### src/rtl/ecc_log_pkg.sv
// Package: shared constants, register map and helper functions for the
// ECC error logging unit. Assumes a 32-bit register word.
package ecc_log_pkg;

    localparam int unsigned REG_W = 32;
    localparam int unsigned RA_W  = 4;

    typedef enum logic [1:0] {
        CLS_NONE   = 2'd0,
        CLS_SINGLE = 2'd1,
        CLS_MULTI  = 2'd2,
        CLS_RSVD   = 2'd3
    } ecc_class_e;

    // Register word addresses
    localparam logic [RA_W-1:0] RA_STATUS   = 4'd0;
    localparam logic [RA_W-1:0] RA_DISABLE  = 4'd1;
    localparam logic [RA_W-1:0] RA_IRQ_EN   = 4'd2;
    localparam logic [RA_W-1:0] RA_SBE      = 4'd3;
    localparam int unsigned     RA_CAP_BASE = 4;
    localparam int unsigned     NUM_CAP     = 5;

    // Status / enable bit positions
    localparam int unsigned FLG_SBE  = 0;
    localparam int unsigned FLG_MBE  = 1;
    localparam int unsigned FLG_MSE  = 2;
    localparam int unsigned FLG_MANY = 3;

    // Attribute word field positions
    localparam int unsigned ATTR_BEAT_LSB  = 0;
    localparam int unsigned ATTR_SIZE_LSB  = 4;
    localparam int unsigned ATTR_SRC_LSB   = 8;
    localparam int unsigned ATTR_TYPE_LSB  = 16;
    localparam int unsigned ATTR_VALID_BIT = 31;

    // Threshold field offset inside the counter word
    localparam int unsigned THR_LSB = 8;

    // Mask with the n low bits set.
    function automatic logic [REG_W-1:0] low_ones(input int unsigned n);
        logic [REG_W-1:0] r;
        for (int i = 0; i < REG_W; i++) r[i] = (i < n);
        return r;
    endfunction

    // Expand byte strobes into a bit mask.
    function automatic logic [REG_W-1:0] strobe_mask(input logic [REG_W/8-1:0] s);
        logic [REG_W-1:0] r;
        for (int b = 0; b < REG_W/8; b++) r[b*8 +: 8] = {8{s[b]}};
        return r;
    endfunction

endpackage

### src/rtl/ecc_sbe_tracker.sv
// Correctable-error counter with a programmable threshold.
// Assumes: hit is already qualified by the class disable. Bus writes to
// either field take priority over the increment in the same cycle.
module ecc_sbe_tracker #(
    parameter int unsigned CNT_W = 8
) (
    input  logic             clk,
    input  logic             rst_n,
    input  logic             hit,
    input  logic             wr_cnt,
    input  logic             wr_thr,
    input  logic [CNT_W-1:0] cnt_wdata,
    input  logic [CNT_W-1:0] thr_wdata,
    output logic [CNT_W-1:0] cnt_q,
    output logic [CNT_W-1:0] thr_q,
    output logic             report
);
    localparam logic [CNT_W-1:0] CNT_MAX = '1;
    localparam logic [CNT_W-1:0] CNT_ONE = {{(CNT_W-1){1'b0}}, 1'b1};

    logic [CNT_W-1:0] cnt_inc;
    logic             at_thr;

    // Saturating increment and threshold comparison
    always_comb begin
        cnt_inc = (cnt_q == CNT_MAX) ? cnt_q : cnt_q + CNT_ONE;
        at_thr  = (thr_q != '0) && (cnt_inc == thr_q);
        report  = hit && ((thr_q == '0) || at_thr);
    end

    // Threshold register
    always_ff @(posedge clk) begin
        if (!rst_n)      thr_q <= '0;
        else if (wr_thr) thr_q <= thr_wdata;
    end

    // Counter: bus write, else count and wrap to 0 at the threshold
    always_ff @(posedge clk) begin
        if (!rst_n)      cnt_q <= '0;
        else if (wr_cnt) cnt_q <= cnt_wdata;
        else if (hit)    cnt_q <= at_thr ? '0 : cnt_inc;
    end

endmodule

### src/rtl/ecc_capture_bank.sv
// Bank of snapshot words. Each word takes a masked bus write with priority
// over a hardware load; bits outside IMPL_MASK always stay 0.
module ecc_capture_bank #(
    parameter int unsigned                      REG_W     = 32,
    parameter int unsigned                      NUM_WORDS = 5,
    parameter logic [NUM_WORDS*REG_W-1:0]       IMPL_MASK = '1
) (
    input  logic                       clk,
    input  logic                       rst_n,
    input  logic                       load,
    input  logic [NUM_WORDS-1:0]       wr_sel,
    input  logic [REG_W-1:0]           wr_mask,
    input  logic [REG_W-1:0]           wr_data,
    input  logic [NUM_WORDS*REG_W-1:0] load_data,
    output logic [NUM_WORDS*REG_W-1:0] words_q
);
    for (genvar i = 0; i < NUM_WORDS; i++) begin : g_word
        localparam logic [REG_W-1:0] IMPL = IMPL_MASK[i*REG_W +: REG_W];
        logic [REG_W-1:0] word_q;

        // One snapshot word: bus write first, then hardware capture
        always_ff @(posedge clk) begin
            if (!rst_n)
                word_q <= '0;
            else if (wr_sel[i])
                word_q <= ((word_q & ~wr_mask) | (wr_data & wr_mask)) & IMPL;
            else if (load)
                word_q <= load_data[i*REG_W +: REG_W] & IMPL;
        end

        assign words_q[i*REG_W +: REG_W] = word_q;
    end

endmodule

### src/rtl/ecc_err_log.sv
// ECC error logging and capture unit: qualifies each read beat's check
// result, keeps sticky flags, counts correctable errors, snapshots the
// first reportable error and drives an interrupt.
// Assumes: one beat per cycle at most; CNT_W <= 8; ADDR_W <= 32.
module ecc_err_log
    import ecc_log_pkg::*;
#(
    parameter int unsigned ADDR_W = 32,
    parameter int unsigned CHK_W  = 8,
    parameter int unsigned CNT_W  = 8,
    parameter int unsigned BEAT_W = 3,
    parameter int unsigned SIZE_W = 3,
    parameter int unsigned SRC_W  = 5,
    parameter int unsigned TYPE_W = 2
) (
    input  logic              clk,
    input  logic              rst_n,
    input  logic              rd_valid,
    input  logic [1:0]        rd_class,
    input  logic              rd_cs_miss,
    input  logic [ADDR_W-1:0] rd_addr,
    input  logic [63:0]       rd_data,
    input  logic [CHK_W-1:0]  rd_chk,
    input  logic [BEAT_W-1:0] rd_beat,
    input  logic [SIZE_W-1:0] rd_size,
    input  logic [SRC_W-1:0]  rd_src,
    input  logic [TYPE_W-1:0] rd_type,
    input  logic [3:0]        reg_addr,
    input  logic              reg_wr,
    input  logic [3:0]        reg_wstrb,
    input  logic [31:0]       reg_wdata,
    output logic [31:0]       reg_rdata,
    output logic              irq
);
    localparam logic [REG_W-1:0] ATTR_MASK =
        (low_ones(BEAT_W) << ATTR_BEAT_LSB) | (low_ones(SIZE_W) << ATTR_SIZE_LSB) |
        (low_ones(SRC_W)  << ATTR_SRC_LSB)  | (low_ones(TYPE_W) << ATTR_TYPE_LSB) |
        (low_ones(1)      << ATTR_VALID_BIT);
    localparam logic [NUM_CAP*REG_W-1:0] CAP_IMPL =
        {ATTR_MASK, low_ones(CHK_W), {REG_W{1'b1}}, {REG_W{1'b1}}, low_ones(ADDR_W)};

    logic [3:0]               flags_q;
    logic [2:0]               dis_q, ien_q;
    logic [REG_W-1:0]         wmask;
    logic                     wr_status, wr_dis, wr_ien, wr_sbe;
    logic [NUM_CAP-1:0]       cap_wr_sel;
    logic                     cap_wr_any;
    logic                     sbe_hit, mbe_hit, mse_hit, sbe_report;
    logic                     report_any, cap_valid, cap_load;
    logic [CNT_W-1:0]         sbe_cnt, sbe_thr;
    logic [NUM_CAP*REG_W-1:0] cap_words, cap_new;
    logic [REG_W-1:0]         attr_new, addr_new;
    logic [3:0]               flag_set, flag_clr;

    // Register write decode
    always_comb begin
        wmask     = strobe_mask(reg_wstrb);
        wr_status = reg_wr && (reg_addr == RA_STATUS);
        wr_dis    = reg_wr && (reg_addr == RA_DISABLE);
        wr_ien    = reg_wr && (reg_addr == RA_IRQ_EN);
        wr_sbe    = reg_wr && (reg_addr == RA_SBE);
        for (int i = 0; i < NUM_CAP; i++)
            cap_wr_sel[i] = reg_wr && (reg_addr == RA_W'(RA_CAP_BASE + i));
        cap_wr_any = |cap_wr_sel;
    end

    // Error qualification by class disables
    always_comb begin
        sbe_hit = rd_valid && (rd_class == CLS_SINGLE) && !dis_q[FLG_SBE];
        mbe_hit = rd_valid && (rd_class == CLS_MULTI)  && !dis_q[FLG_MBE];
        mse_hit = rd_valid && rd_cs_miss               && !dis_q[FLG_MSE];
    end

    ecc_sbe_tracker #(.CNT_W(CNT_W)) u_sbe (
        .clk       (clk),
        .rst_n     (rst_n),
        .hit       (sbe_hit),
        .wr_cnt    (wr_sbe && reg_wstrb[0]),
        .wr_thr    (wr_sbe && reg_wstrb[1]),
        .cnt_wdata (reg_wdata[CNT_W-1:0]),
        .thr_wdata (reg_wdata[THR_LSB +: CNT_W]),
        .cnt_q     (sbe_cnt),
        .thr_q     (sbe_thr),
        .report    (sbe_report)
    );

    // Snapshot payload assembly and load condition
    always_comb begin
        report_any = sbe_report || mbe_hit || mse_hit;
        cap_valid  = cap_words[(NUM_CAP-1)*REG_W + ATTR_VALID_BIT];
        cap_load   = report_any && !cap_valid;
        addr_new   = '0;
        addr_new[ADDR_W-1:0] = rd_addr;
        attr_new   = '0;
        attr_new[ATTR_BEAT_LSB +: BEAT_W] = rd_beat;
        attr_new[ATTR_SIZE_LSB +: SIZE_W] = rd_size;
        attr_new[ATTR_SRC_LSB  +: SRC_W]  = rd_src;
        attr_new[ATTR_TYPE_LSB +: TYPE_W] = rd_type;
        attr_new[ATTR_VALID_BIT]          = 1'b1;
        cap_new = {attr_new, REG_W'(rd_chk), rd_data[31:0], rd_data[63:32], addr_new};
    end

    ecc_capture_bank #(
        .REG_W     (REG_W),
        .NUM_WORDS (NUM_CAP),
        .IMPL_MASK (CAP_IMPL)
    ) u_cap (
        .clk       (clk),
        .rst_n     (rst_n),
        .load      (cap_load),
        .wr_sel    (cap_wr_sel),
        .wr_mask   (wmask),
        .wr_data   (reg_wdata),
        .load_data (cap_new),
        .words_q   (cap_words)
    );

    // Sticky flag set/clear vectors; a set wins over a clear
    always_comb begin
        flag_set = '0;
        flag_set[FLG_SBE]  = sbe_report;
        flag_set[FLG_MBE]  = mbe_hit;
        flag_set[FLG_MSE]  = mse_hit;
        flag_set[FLG_MANY] = report_any && cap_valid;
        flag_clr = wr_status ? (reg_wdata[3:0] & wmask[3:0]) : 4'b0;
    end

    // Status, disable and interrupt-enable registers
    always_ff @(posedge clk) begin
        if (!rst_n) begin
            flags_q <= '0;
            dis_q   <= '0;
            ien_q   <= '0;
        end else begin
            flags_q <= (flags_q & ~flag_clr) | flag_set;
            if (wr_dis) dis_q <= (dis_q & ~wmask[2:0]) | (reg_wdata[2:0] & wmask[2:0]);
            if (wr_ien) ien_q <= (ien_q & ~wmask[2:0]) | (reg_wdata[2:0] & wmask[2:0]);
        end
    end

    // Read-back multiplexer
    always_comb begin
        reg_rdata = '0;
        case (reg_addr)
            RA_STATUS:  reg_rdata[3:0] = flags_q;
            RA_DISABLE: reg_rdata[2:0] = dis_q;
            RA_IRQ_EN:  reg_rdata[2:0] = ien_q;
            RA_SBE: begin
                reg_rdata[CNT_W-1:0]       = sbe_cnt;
                reg_rdata[THR_LSB +: CNT_W] = sbe_thr;
            end
            default: begin
                for (int i = 0; i < NUM_CAP; i++)
                    if (reg_addr == RA_W'(RA_CAP_BASE + i))
                        reg_rdata = cap_words[i*REG_W +: REG_W];
            end
        endcase
    end

    // Interrupt from enabled detect flags
    assign irq = |(flags_q[2:0] & ien_q);

endmodule

### config.mk
export PLATFORM = sky130hd
export DESIGN_NAME = ecc_err_log
export DESIGN_NICKNAME = d
export VERILOG_FILES = /design/src/rtl/ecc_log_pkg.sv /design/src/rtl/ecc_sbe_tracker.sv /design/src/rtl/ecc_capture_bank.sv /design/src/rtl/ecc_err_log.sv
export SDC_FILE = /design/constraint.sdc
export NUM_CORES = 1
export LEC_CHECK = 0
export ABC_AREA = 1
export CAP_MARGIN = 20
export CELL_PAD_IN_SITES_DETAIL_PLACEMENT = 0
export CELL_PAD_IN_SITES_GLOBAL_PLACEMENT = 1
export CORE_MARGIN = 2
export CORE_UTILIZATION = 40
export DETAILED_ROUTE_END_ITERATION = 7
export DONT_BUFFER_PORTS = 1
export PLACE_DENSITY = 0.8
export SETUP_SLACK_MARGIN = 0.5
export SYNTH_ARGS = -nofsm -noshare
export SYNTH_HDL_FRONTEND = slang
export SYNTH_SLANG_ARGS = --single-unit
### constraint.sdc
create_clock -name clk -period 2.1 [get_ports clk]
set_input_delay 0.315 -clock clk [delete_from_list [all_inputs] [get_ports clk]]
set_output_delay 0.315 -clock clk [all_outputs]
set_load 0.01 [all_outputs]
==> results of run 1 <==
## final cells by class
class / instances / area (um^2) / area share (%)
flip-flops and latches: 144 / 2902 / 24.50
well taps: 275 / 344.1 / 2.906
repair buffers: 110 / 1170 / 9.879
multi-input cells: 1070 / 6340 / 53.54
inverters: 137 / 544.3 / 4.596
clock buffers: 22 / 484.2 / 4.089
clock inverters: 9 / 57.56 / 0.4861
## repair_timing
action	in CTS	in global routing
hold endpoints to repair	0	3
pin swaps	18	59
resized for setup	124	185
endpoints found under the setup margin	160	160
hold buffers	0	1
cloned	5	12
buffers inserted	3	23
## layer usage
| metal | part of all wire [%] | global-route usage [%] |
|---|---|---|
| met5 | 0.072 | 0 |
| met3 | 8.8 | 6.476 |
| met4 | 3.7 | 9.766 |
| met2 | 47 | 45.20 |
| met1 | 40 | 32.96 |
## stage by stage
step	cells	setup TNS, ns
finish	1767	-30.39
global route	1767	-48.48
CTS	1731	-16.02
detailed placement	1692	-29.21
global placement	1692	-22.99
floorplan	1414	-1.021
## worst paths after layout
check | startpoint | to | slack, ns
worst min-delay path | rst_n | flip-flop | 0.01
worst min register to register | flip-flop | flip-flop | 0.48
worst max register to register | u_sbe.cnt_q[1]$_SDFFE_PN0P_ | flip-flop | -0.36
worst max-delay path | u_sbe.cnt_q[1]$_SDFFE_PN0P_ | flip-flop | -0.36
## power breakdown
| group | switching (mW) | internal (mW) |
|---|---|---|
| Combinational | 1.25 | 0.755 |
| Clock | 1.25 | 1.62 |
| Sequential | 0.136 | 3.02 |
## cell usage after synthesis
cell | instances | share of area [%]
nand2_8 | 3 | 0.70
o22ai_1 | 22 | 1.6
nand4_1 | 5 | 0.36
clkbuf_1 | 49 | 2.1
o21ai_0 | 150 | 8.7
nor2_1 | 225 | 9.8
a31oi_1 | 8 | 0.58
a21oi_1 | 55 | 3.2
inv_2 | 1 | 0.043
nor3_1 | 2 | 0.12
o2111ai_1 | 2 | 0.20
xor2_1 | 2 | 0.20
buf_1 | 3 | 0.13
nor2_4 | 1 | 0.13
o211ai_1 | 3 | 0.26
dfxtp_1 | 144 | 33
or2_2 | 1 | 0.072
inv_1 | 135 | 5.9
nor4_1 | 2 | 0.14
and2_1 | 1 | 0.072
buf_2 | 11 | 0.64
nand3b_1 | 8 | 0.70
a221oi_1 | 9 | 0.91
o221ai_1 | 20 | 2.0
nand2_1 | 436 | 19
nor2_2 | 3 | 0.22
nand2_2 | 28 | 2.0
xnor2_1 | 1 | 0.10
nand2_4 | 11 | 1.4
nand3_2 | 3 | 0.35
buf_6 | 10 | 1.3
ha_1 | 1 | 0.14
nand3_1 | 52 | 3.0
clkinv_1 | 1 | 0.043
a211oi_1 | 2 | 0.17
buf_4 | 4 | 0.35
## logic make-up (layout without fill, tap and decap cells)
group | after synthesis | count (layout) | synth area share (%)
AO/OA/AOI/OAI | 271 | 271 | 17.63
XOR/XNOR | 3 | 3 | 0.3042
adder cells (fa/ha/maj) | 1 | 1 | 0.1448
AND/OR/NAND/NOR | 781 | 795 | 38.05
flip-flops | 144 | 144 | 33.37
buffers and inverters | 214 | 278 | 10.50
## worst max-delay path: stages (launching register included)
cell and delay, ns:
dfxtp_4 0.37, ha_4 0.17, nand3_4 0.09, inv_6 0.09, nand2_8 0.08, nand2_2 0.08, nand3_2 0.08, nand2_2 0.07
nand3_2 0.06, nor2_2 0.13, nand2_1 0.07, nand2_2 0.07, nand2_2 0.07, nand2_4 0.09, nand2_8 0.06, buf_12 0.15
nand2_8 0.22, nand2_8 0.13, nand2_2 0.11, nand2_2 0.06, nor2_2 0.11
==> results by group, run 1 <==
Timing
  – FMAX: approximately 410 MHz
  – Max-slew violations: 0
  – Clk_skew: 0.009959 ns
  – Worst-margin pin slew: ~0.73 ns
  – Fin crit period: 2.465 ns
  – Period utilization: 117.4%
  – Rel. slew slack: about half
  – Final setup violation count: ~120
  – Fin worst setup slack: -0.3647 ns
  – Final worst hold slack: 0.01258 ns
  – Final Hold Viols: 0
  – RSZ-0062 raised after global routing: yes

Worst setup path
  – Crit end category: flip-flop
  – Crit path launch type: flip-flop
  – CP arrival: between 2 and 3 ns
  – Kind of critical path: flip-flop to flip-flop
  – CP max FO: 8
  – CP required: ~2.5 ns
  – Worst r2r path cells: 20

GRT
  – First-pass GRT wire length: between 40000 and 50000 um
  – Vias in the first global route: 8384
  – GR Util All Layers: roughly a quarter
  – Initial antenna violation count: 3
  – Gr ovfl total: 0
  – Largest net degree at the start of global routing: around 130

Routing
  – Wirelength, routed: ~33000 um
  – DR iter-0 viols: approximately 700
  – Via density: between 5 and 6
  – Routed wire length per instance: 18.89 um
  – TritonRoute pass-1 iters: 5
  – Antenna Violating Nets Remaining: 0
  – DRC: 0
  – Vias: around 9400

Clock network
  – H-tree depth: 4
  – Total CTS buffers: 17
  – Sink Count: ~140
  – CTS tree: built
  – Clock transition at path regs: about 0.06 ns
  – Root cell of the clock tree: clkbuf_16
  – Longest Clk Path Bufs: 2
  – Clk_lat worst skew: 0.44 ns

Floorplanning
  – Row count: between 50 and 60
  – Initial Util: around two fifths
  – Chip width: between 150 and 200 um
  – Core area: between 20000 and 25000 um^2
  – Die H: 151.0 um
  – Full die area: 22790 um^2
  – I/O Pins: slightly below 200

Final layout
  – Synthesis-to-layout area growth: 37.08%
  – Fin nets: roughly 1600
  – Share of post-route cells with drive strength above 1: around a quarter
  – Final core utilization: around 56%
  – Final Instance Area: approximately 12000 um^2
  – Most common cell after layout, fill and taps aside: nand2_1
  – N_diodes: 0
  – Most frequent cells in the layout: nand2_1 (393), nor2_1 (181), o21ai_0 (143), dfxtp_1 (137), inv_1 (118)
  – Filler cells: 2015

Power and ir drop
  – Overall Power: between 8 and 9 mW
  – Power per cell area: just under 700 nW/um^2
  – Peak supply drop: about 0.44 mV
  – Leakage power: 5.068 nW

Placed design
  – Area after DPL: 9398 um^2
  – Final HPWL DP: 21850 um
  – IO buf count: 0
  – Gpl congestion: around 0.9
  – Setup WS pre-CTS: -0.3570 ns

Yosys
  – Seq cells post-synth: around 140
  – Post-Syn Instances: 1414
  – Mean area per synthesized cell: a little over 6 um^2
  – Register area share after synthesis: 33.37%
  – Post-synthesis cell type count: 36
  – Ys Warns: 0
  – Synth Net Count: about 1600
  – Post-Syn Area: 8638 um^2

Worst hold path
  – HP Class: input pin to flip-flop
  – Hold Path Depth: 2

Status
  – Status: complete, but fails checks
  – Failing checks: negative setup slack

Run
  – Max_cap viols: 0
Power figures use the tool's default switching activity.
==> inputs of run 2 (changes only) <==
--- a/config.mk
+++ b/config.mk
@@ -9,8 +9,10 @@
 export CAP_MARGIN = 20
 export CELL_PAD_IN_SITES_DETAIL_PLACEMENT = 0
 export CELL_PAD_IN_SITES_GLOBAL_PLACEMENT = 1
+export CORE_ASPECT_RATIO = 1.75
 export CORE_MARGIN = 2
 export CORE_UTILIZATION = 40
+export CTS_CLUSTER_SIZE = 40
 export DETAILED_ROUTE_END_ITERATION = 7
 export DONT_BUFFER_PORTS = 1
 export PLACE_DENSITY = 0.8
==> results by group, run 2 (synthesis results as in run 1) <==
Routing
  – Antenna Violating Nets Remaining: 0 (unchanged)
  – Vias: 9678 (+2.6%)
  – DRC: 0 (unchanged)
  – DR iter-0 viols: 693 (+1.9%)
  – Via density: 5.474 (+2.5%)
  – Routed wire length per instance: 19.43 um (+2.9%)
  – TritonRoute pass-1 iters: 5 (unchanged)
  – Wirelength, routed: 34350 um (+2.9%)

Worst setup path
  – CP required: 2.41 ns (-0.07 ns)
  – Kind of critical path: flip-flop to flip-flop
  – CP arrival: 2.77 ns (-0.07 ns)
  – Crit end category: flip-flop
  – Crit path launch type: flip-flop
  – CP peak stage delay: 0.36 ns (about the same)
  – Most frequent CP cell: nand3_1
  – CP Cell Sequence: buf_4, inv_1, nor2_2, nand3_1, nand3_1, nand2_1, nand3_1, nor2_2, nand2_1, nand2_2, nand2_4, nand2_4, nand2_8, buf_4, nand2_8, buf_6, a21oi_1, nor2_1
  – CP max FO: 5 (-3)
  – Slowest stage cell, crit path: dfxtp_1

Timing
  – Clk_skew: 0.008344 ns (-0.001615 ns)
  – Max-slew violations: 0 (unchanged)
  – Final worst hold slack: 0.01318 ns (+0.0006093 ns)
  – FMAX: 407.4 MHz (+0.42%)
  – Fin crit period: 2.454 ns (-0.01035 ns)
  – Period utilization: 116.9% (-0.49 points)
  – Final setup violation count: 118 (unchanged)
  – Setup_tns: -28.72 ns (+1.676 ns)
  – Fin worst setup slack: -0.3544 ns (+0.01035 ns)
  – RSZ-0062 raised after global routing: yes
  – Worst-margin pin slew: 0.5598 ns (-0.1709 ns)
  – Rel. slew slack: 62.64% (+11 points)
  – Final Hold Viols: 0 (unchanged)

Final layout
  – Synthesis-to-layout area growth: 42.22%
  – Share of post-route cells with drive strength above 1: 29.19% (+3.0 points)
  – Final core utilization: 57.62% (+1.5 points)
  – Most common cell after layout, fill and taps aside: nand2_1
  – Final Non-Filler Cells: 1768 (+0.057%)
  – Fin nets: 1665 (+1.2%)
  – Final Instance Area: 12290 um^2 (+3.8%)
  – Most frequent cells in the layout: nand2_1 (380), nor2_1 (167), o21ai_0 (145), dfxtp_1 (134), inv_1 (113)

Run
  – Max_cap viols: 0 (unchanged)

Floorplanning
  – Chip width: 115.1 um (-24%)
  – I/O Pins: 197 (unchanged)
  – Initial Util: 40.52% (-0.45 points)
  – Die H: 198.4 um (+31%)
  – Full die area: 22830 um^2 (+0.20%)
  – Row count: 71 (+34%)
  – Core area: 21320 um^2 (+1.1%)

Clock network
  – Total CTS buffers: 17 (unchanged)
  – H-tree depth: 4 (unchanged)
  – Sink Count: 144 (unchanged)
  – Clk_lat worst skew: 0.44 ns (about the same)
  – Root cell of the clock tree: clkbuf_16
  – Clock transition at path regs: 0.06 ns (about the same)
  – Longest Clk Path Bufs: 2 (unchanged)
  – CTS tree: built

Power and ir drop
  – P_int: 5.663 mW (+5.0%)
  – Power per cell area: 675.9 nW/um^2 (-0.44%)
  – Clock Power Share: 36.5% (+0.7 points)
  – Switching share of power: 31.80% (-1.1 points)
  – Comb pwr share: 25.5% (+0.5 points)
  – P_sw: 2.641 mW (-0.12%)
  – Leakage power: 5.270 nW (+4.0%)
  – Peak supply drop: 0.5807 mV (+31%)
  – Part of the power in registers: 38.0% (-1.2 points)

Placed design
  – Gpl congestion: 0.9462 (+4.7%)
  – Final HPWL DP: 22840 um (+4.6%)
  – Area after DPL: 9428 um^2 (+0.32%)
  – IO buf count: 0 (unchanged)
  – Inst Count DP: 1676 (-0.95%)

GRT
  – Largest net degree at the start of global routing: 124 (-6.8%)
  – Gr ovfl total: 0 (unchanged)
  – Initial antenna violation count: 4 (+1)
  – GR Util All Layers: 29.45% (+2.8 points)
  – First-pass GRT wire length: 50890 um (+11%)
  – Vias in the first global route: 9297 (+11%)

Worst hold path
  – HP Class: input pin to flip-flop

Status
  – Status: complete, but fails checks
  – Failing checks: negative setup slack
[run 2: cell count changes in the layout (fill, tap and decap cells not counted), moves of 6 or more]
cell / previous run / this run
buf_12: 11 / 17
nor2_2: 36 / 47
buf_4: 60 / 76
buf_6: 33 / 27
nand2_2: 54 / 65
nand2_1: 393 / 380
nor2_1: 181 / 167
nand3_2: 6 / 12
[run 2: what timing repair did]
action                                 CTS  global route
gates cloned                            13             2
resized for setup                      224           153
endpoints found under the hold margin    3             0
pin swaps                               41            58
setup endpoints to repair              160           159
hold buffers                             5             0
setup buffers                           29            11
[run 2: path summary, 6_finish.rpt]
kind                          startpoint                     endpoint  slack [ns]  depth (start not counted)
max          u_sbe.cnt_q[5]$_SDFFE_PN0P_                    flip-flop       -0.35                         18
min                                rst_n  u_sbe.cnt_q[6]$_SDFFE_PN0P_        0.01                          2
max reg2reg  u_sbe.cnt_q[5]$_SDFFE_PN0P_                    flip-flop       -0.35                         18
min reg2reg                    flip-flop                    flip-flop        0.48                          2
[run 2: final cells by class]
| type | instances | area [um^2] |
|---|---|---|
| Fill cell | 2046 | 9035 |
| Sequential cell | 144 | 2908 |
| Antenna cell | 2 | 5.005 |
| Timing Repair Buffer | 135 | 1478 |
| Inverter | 137 | 590.6 |
| Multi-Input combinational cell | 1065 | 6421 |
| Clock buffer | 24 | 481.7 |
| Tap cell | 255 | 319.1 |
| Clock inverter | 6 | 82.58 |
[run 2: power by group through the flow]
stage | Sequential (mW) | Clock (mW) | Combinational [mW]
CTS | 3.14 | 3.05 | 1.89
floorplan | 3.16 | 0 | 1.15
detailed placement | 3.19 | 0 | 1.45
global placement | 3.18 | 0 | 1.43
global route | 3.18 | 3.15 | 2.32
finish | 3.15 | 3.03 | 2.12
[run 2: metal layers]
metal | vias to the layer above | track usage (%) | share of wire, %
li1 | 4716 | - | -
met1 | 4548 | 30.94 | 36
met2 | 327 | 54.66 | 54
met3 | 87 | 6.033 | 5.7
met4 | 0 | 14.32 | 4.7
met5 | - | 0 | 0
[run 2: metrics by stage]
step / setup WS [ns] / total power [mW]
final: -0.3544 / 8.303
after global routing: -0.4606 / 8.655
after CTS: -0.2861 / 8.082
after detailed placement: -0.2969 / 4.636
after global placement: -0.2392 / 4.613
after floorplan: -0.01394 / 4.311
[run 2: worst max-delay path, delay by kind of cell (launching register included)]
kind                   cells  cell delay (ns)
AOI/OAI and AO/OA          1             0.21
buffers and inverters      4             0.61
DFF                        1             0.36
and+or+nand+nor           13             1.14
==> inputs of run 3 (changes only) <==
--- a/config.mk
+++ b/config.mk
@@ -5,17 +5,16 @@
 export SDC_FILE = /design/constraint.sdc
 export NUM_CORES = 1
 export LEC_CHECK = 0
-export ABC_AREA = 1
 export CAP_MARGIN = 20
 export CELL_PAD_IN_SITES_DETAIL_PLACEMENT = 0
 export CELL_PAD_IN_SITES_GLOBAL_PLACEMENT = 1
 export CORE_ASPECT_RATIO = 1.75
 export CORE_MARGIN = 2
-export CORE_UTILIZATION = 40
+export CORE_UTILIZATION = 47
 export CTS_CLUSTER_SIZE = 40
 export DETAILED_ROUTE_END_ITERATION = 7
 export DONT_BUFFER_PORTS = 1
-export PLACE_DENSITY = 0.8
+export PLACE_DENSITY = 0.83
 export SETUP_SLACK_MARGIN = 0.5
 export SYNTH_ARGS = -nofsm -noshare
 export SYNTH_HDL_FRONTEND = slang
==> constraint.sdc (replaced) <==
create_clock -name clk -period 2.55 [get_ports clk]
set_input_delay 0.3825 -clock clk [delete_from_list [all_inputs] [get_ports clk]]
set_output_delay 0.3825 -clock clk [all_outputs]
set_load 0.01 [all_outputs]
==> results by group, run 3 <==
Status
  – Status: complete, but fails checks
  – Failing checks: negative setup slack

Power and ir drop
  – Part of the power in registers: 41.6% (+3.6 points)
  – P_sw: 1.773 mW (-33%)
  – Clock Power Share: 39.0% (+2.5 points)
  – P_int: 4.513 mW (-20%)
  – Overall Power: 6.286 mW (-24%)
  – Comb pwr share: 19.5% (-6.0 points)
  – Power per cell area: 611.2 nW/um^2 (-9.6%)
  – Leakage power: 4.107 nW (-22%)
  – Peak supply drop: 0.3784 mV (-35%)
  – Switching share of power: 28.21% (-3.6 points)

Worst hold path
  – HP Class: input pin to flip-flop
  – HP Start: reg_wdata[14]

Worst setup path
  – Crit path launch type: flip-flop
  – Worst r2r src: u_sbe.cnt_q[0]$_SDFFE_PN0P_
  – Kind of critical path: flip-flop to flip-flop
  – CP required: 2.91 ns (+0.50 ns)
  – Crit path launch: u_sbe.cnt_q[0]$_SDFFE_PN0P_
  – CP arrival: 3.19 ns (+0.42 ns)
  – CP max FO: 8 (+3)
  – Crit end category: flip-flop

Timing
  – Rel. slew slack: 52.75% (-9.9 points)
  – FMAX: 352.6 MHz (-13%)
  – Final Hold Viols: 0 (unchanged)
  – Fin crit period: 2.836 ns (+0.3814 ns)
  – Fin worst setup slack: -0.2858 ns (+0.06857 ns)
  – Final setup violation count: 117 (-0.85%)
  – Max-slew violations: 0 (unchanged)
  – Final worst hold slack: 0.1106 ns (+0.09739 ns)
  – RSZ-0062 raised after global routing: yes
  – Clk_skew: 0.01517 ns (+0.006823 ns)
  – Period utilization: 111.2% (-5.7 points)
  – Worst-margin pin slew: 0.7088 ns (+0.1490 ns)

Routing
  – Met2 wire len: 15720 um (-15%)
  – Vias: 8224 (-15%)
  – Routed wire length per instance: 23.08 um (+19%)
  – Wirelength, routed: 30100 um (-12%)
  – DR WL met3: 1672 um (-15%)
  – Post-Route M1 WL: 11180 um (-9.2%)
  – Via density: 6.307 (+15%)
  – Antenna Violating Nets Remaining: 0 (unchanged)
  – Highest metal layer with signal wires: met4
  – TritonRoute pass-1 iters: 6 (+1)
  – DRC: 0 (unchanged)
  – DR iter-0 viols: 480 (-31%)

Floorplanning
  – Full die area: 19170 um^2 (-16%)
  – Row count: 65 (-8.5%)
  – Core area: 17890 um^2 (-16%)
  – Die H: 181.6 um (-8.4%)
  – I/O Pins: 197 (unchanged)
  – Chip width: 105.5 um (-8.3%)
  – Initial Util: 47.37% (+6.9 points)

Final layout
  – Synthesis-to-layout area growth: 21.36%
  – Share of post-route cells with drive strength above 1: 27.10% (-2.1 points)
  – Final Non-Filler Cells: 1304 (-26%)
  – Final Instance Area: 10290 um^2 (-16%)
  – N_diodes: 0 (-2)
  – Most frequent cells in the layout: nor2_1 (214), a21oi_1 (140), dfxtp_1 (137), nand2_1 (70), buf_4 (70)
  – Final core utilization: 57.49% (-0.13 points)
  – Fin nets: 1223 (-27%)
  – Most common cell after layout, fill and taps aside: nor2_1

Yosys
  – Top-count cell post-synth: nor2_1
  – Area leader, netlist: dfxtp_1
  – Register area share after synthesis: 34.01% (+0.64 points)
  – Primary FF master, synth: dfxtp_1
  – Post-Syn Instances: 1037 (-27%)
  – Commonest cells in the netlist: nor2_1 (214), a21oi_1 (145), dfxtp_1 (144)
  – Mean area per synthesized cell: 8.173 um^2 (+34%)
  – Synth top area share: 34.01% (+0.64 points)
  – Synth top area cells: dfxtp_1 (34%), o221a_2 (12%), nor2_1 (9.5%)
  – Synth Net Count: 1202 (-24%)
  – Seq cells post-synth: 144 (unchanged)
  – Synth async-reset ratio: 0% (unchanged)
  – Number of synthesized flops with an enable pin: 0 (unchanged)
  – Post-Syn Area: 8476 um^2 (-1.9%)
  – Post-synthesis cell type count: 68 (+89%)
  – Ys Warns: 0 (unchanged)

Clock network
  – Total CTS buffers: 17 (unchanged)
  – Sink Count: 144 (unchanged)
  – Clk_lat worst skew: 0.42 ns (-0.02 ns)
  – Cts hold-fix bufs: 0 (-5)
  – Clock transition at path regs: 0.06 ns (about the same)
  – H-tree depth: 4 (unchanged)
  – CTS tree: built
  – Root cell of the clock tree: clkbuf_16
  – Longest Clk Path Bufs: 2 (unchanged)

GRT
  – First-pass GRT wire length: 46430 um (-8.8%)
  – Gr ovfl total: 0 (unchanged)
  – Vias in the first global route: 8332 (-10%)
  – GR Util All Layers: 31.10% (+1.6 points)
  – Initial antenna violation count: 0 (-4)
  – Largest net degree at the start of global routing: 154 (+24%)

Placed design
  – Area after DPL: 9339 um^2 (-0.94%)
  – Gpl congestion: 0.9679 (+2.3%)
  – IO buf count: 0 (unchanged)
  – Inst Count DP: 1264 (-25%)
  – Final HPWL DP: 21450 um (-6.1%)

Run
  – Max_cap viols: 0 (unchanged)
-- run 3: cell count changes after synthesis, sizes merged, moves of 17 or more --
| cell | previous run | this run |
|---|---|---|
| a21oi | 55 | 160 |
| clkbuf | 49 | 70 |
| inv | 136 | 7 |
| mux2i | 0 | 47 |
| nand2 | 478 | 71 |
| nand3 | 55 | 13 |
| o21ai | 150 | 32 |
| o221a | 0 | 109 |
| o221ai | 20 | 0 |
| o22ai | 22 | 5 |
-- run 3: cell families after synthesis --
family	after synthesis	share of synthesized area, %
muxes	55	7.544
and+or+nand+nor	372	19.52
adders and majority gates	1	0.1476
buffers and inverters	101	5.447
DFF	144	34.01
xor gates and xnor gates	5	0.5167
AOI/OAI and AO/OA	359	32.82
-- run 3: power by group through the flow --
stage	combinational [mW]	clock [mW]	sequential (mW)
floorplan	0.916	0	2.61
global placement	1.11	0	2.65
detailed placement	1.13	0	2.66
CTS	1.20	2.46	2.61
global route	1.32	2.55	2.64
finish	1.22	2.45	2.62
-- run 3: repair_timing --
action,CTS,global route
setup endpoints to repair,133,137
cloned,3,0
gates resized for setup,53,21
setup buffers,4,2
pin swaps,2,18
-- run 3: stage by stage --
step,TNS (ns),worst slack (ns)
floorplan,-22.54,-0.2276
global placement,-43.27,-0.4087
detailed placement,-45.68,-0.4541
CTS,-25.91,-0.2538
global route,-38.50,-0.3798
finish,-28.90,-0.2858
-- run 3: critical path: stages (launching register included) --
cell and delay (ns):
dfxtp_4 0.37, ha_4 0.18, nand3_2 0.08, o31a_1 0.26, a211oi_2 0.24, or3b_4 0.41, o41a_1 0.48, buf_6 0.20
a21oi_2 0.21, buf_12 0.16, o221a_4 0.18
-- run 3: final timing paths --
path | endpoint | slack [ns] | cells after the start
hold / removal | u_sbe.thr_q[6]$_SDFFE_PN0P_ | 0.11 | 2
setup / recovery | flip-flop | -0.29 | 10
hold reg to reg | flip-flop | 0.46 | 2
setup reg to reg | flip-flop | -0.29 | 10
-- run 3: layout make-up --
type / instances / area, um^2
clock inverters: 11 / 106.4
flip-flops and latches: 144 / 2902
repair buffers: 93 / 893.4
inverters: 7 / 26.28
well taps: 234 / 292.8
fillers: 1686 / 7606
multi-input cells: 795 / 5599
clock buffers: 20 / 466.7
-- run 3: layer usage --
layer	vias up	GRT usage, %
li1	3884	-
met1	3937	34.13
met2	321	56.93
met3	82	4.702
met4	0	16.21
met5	-	0
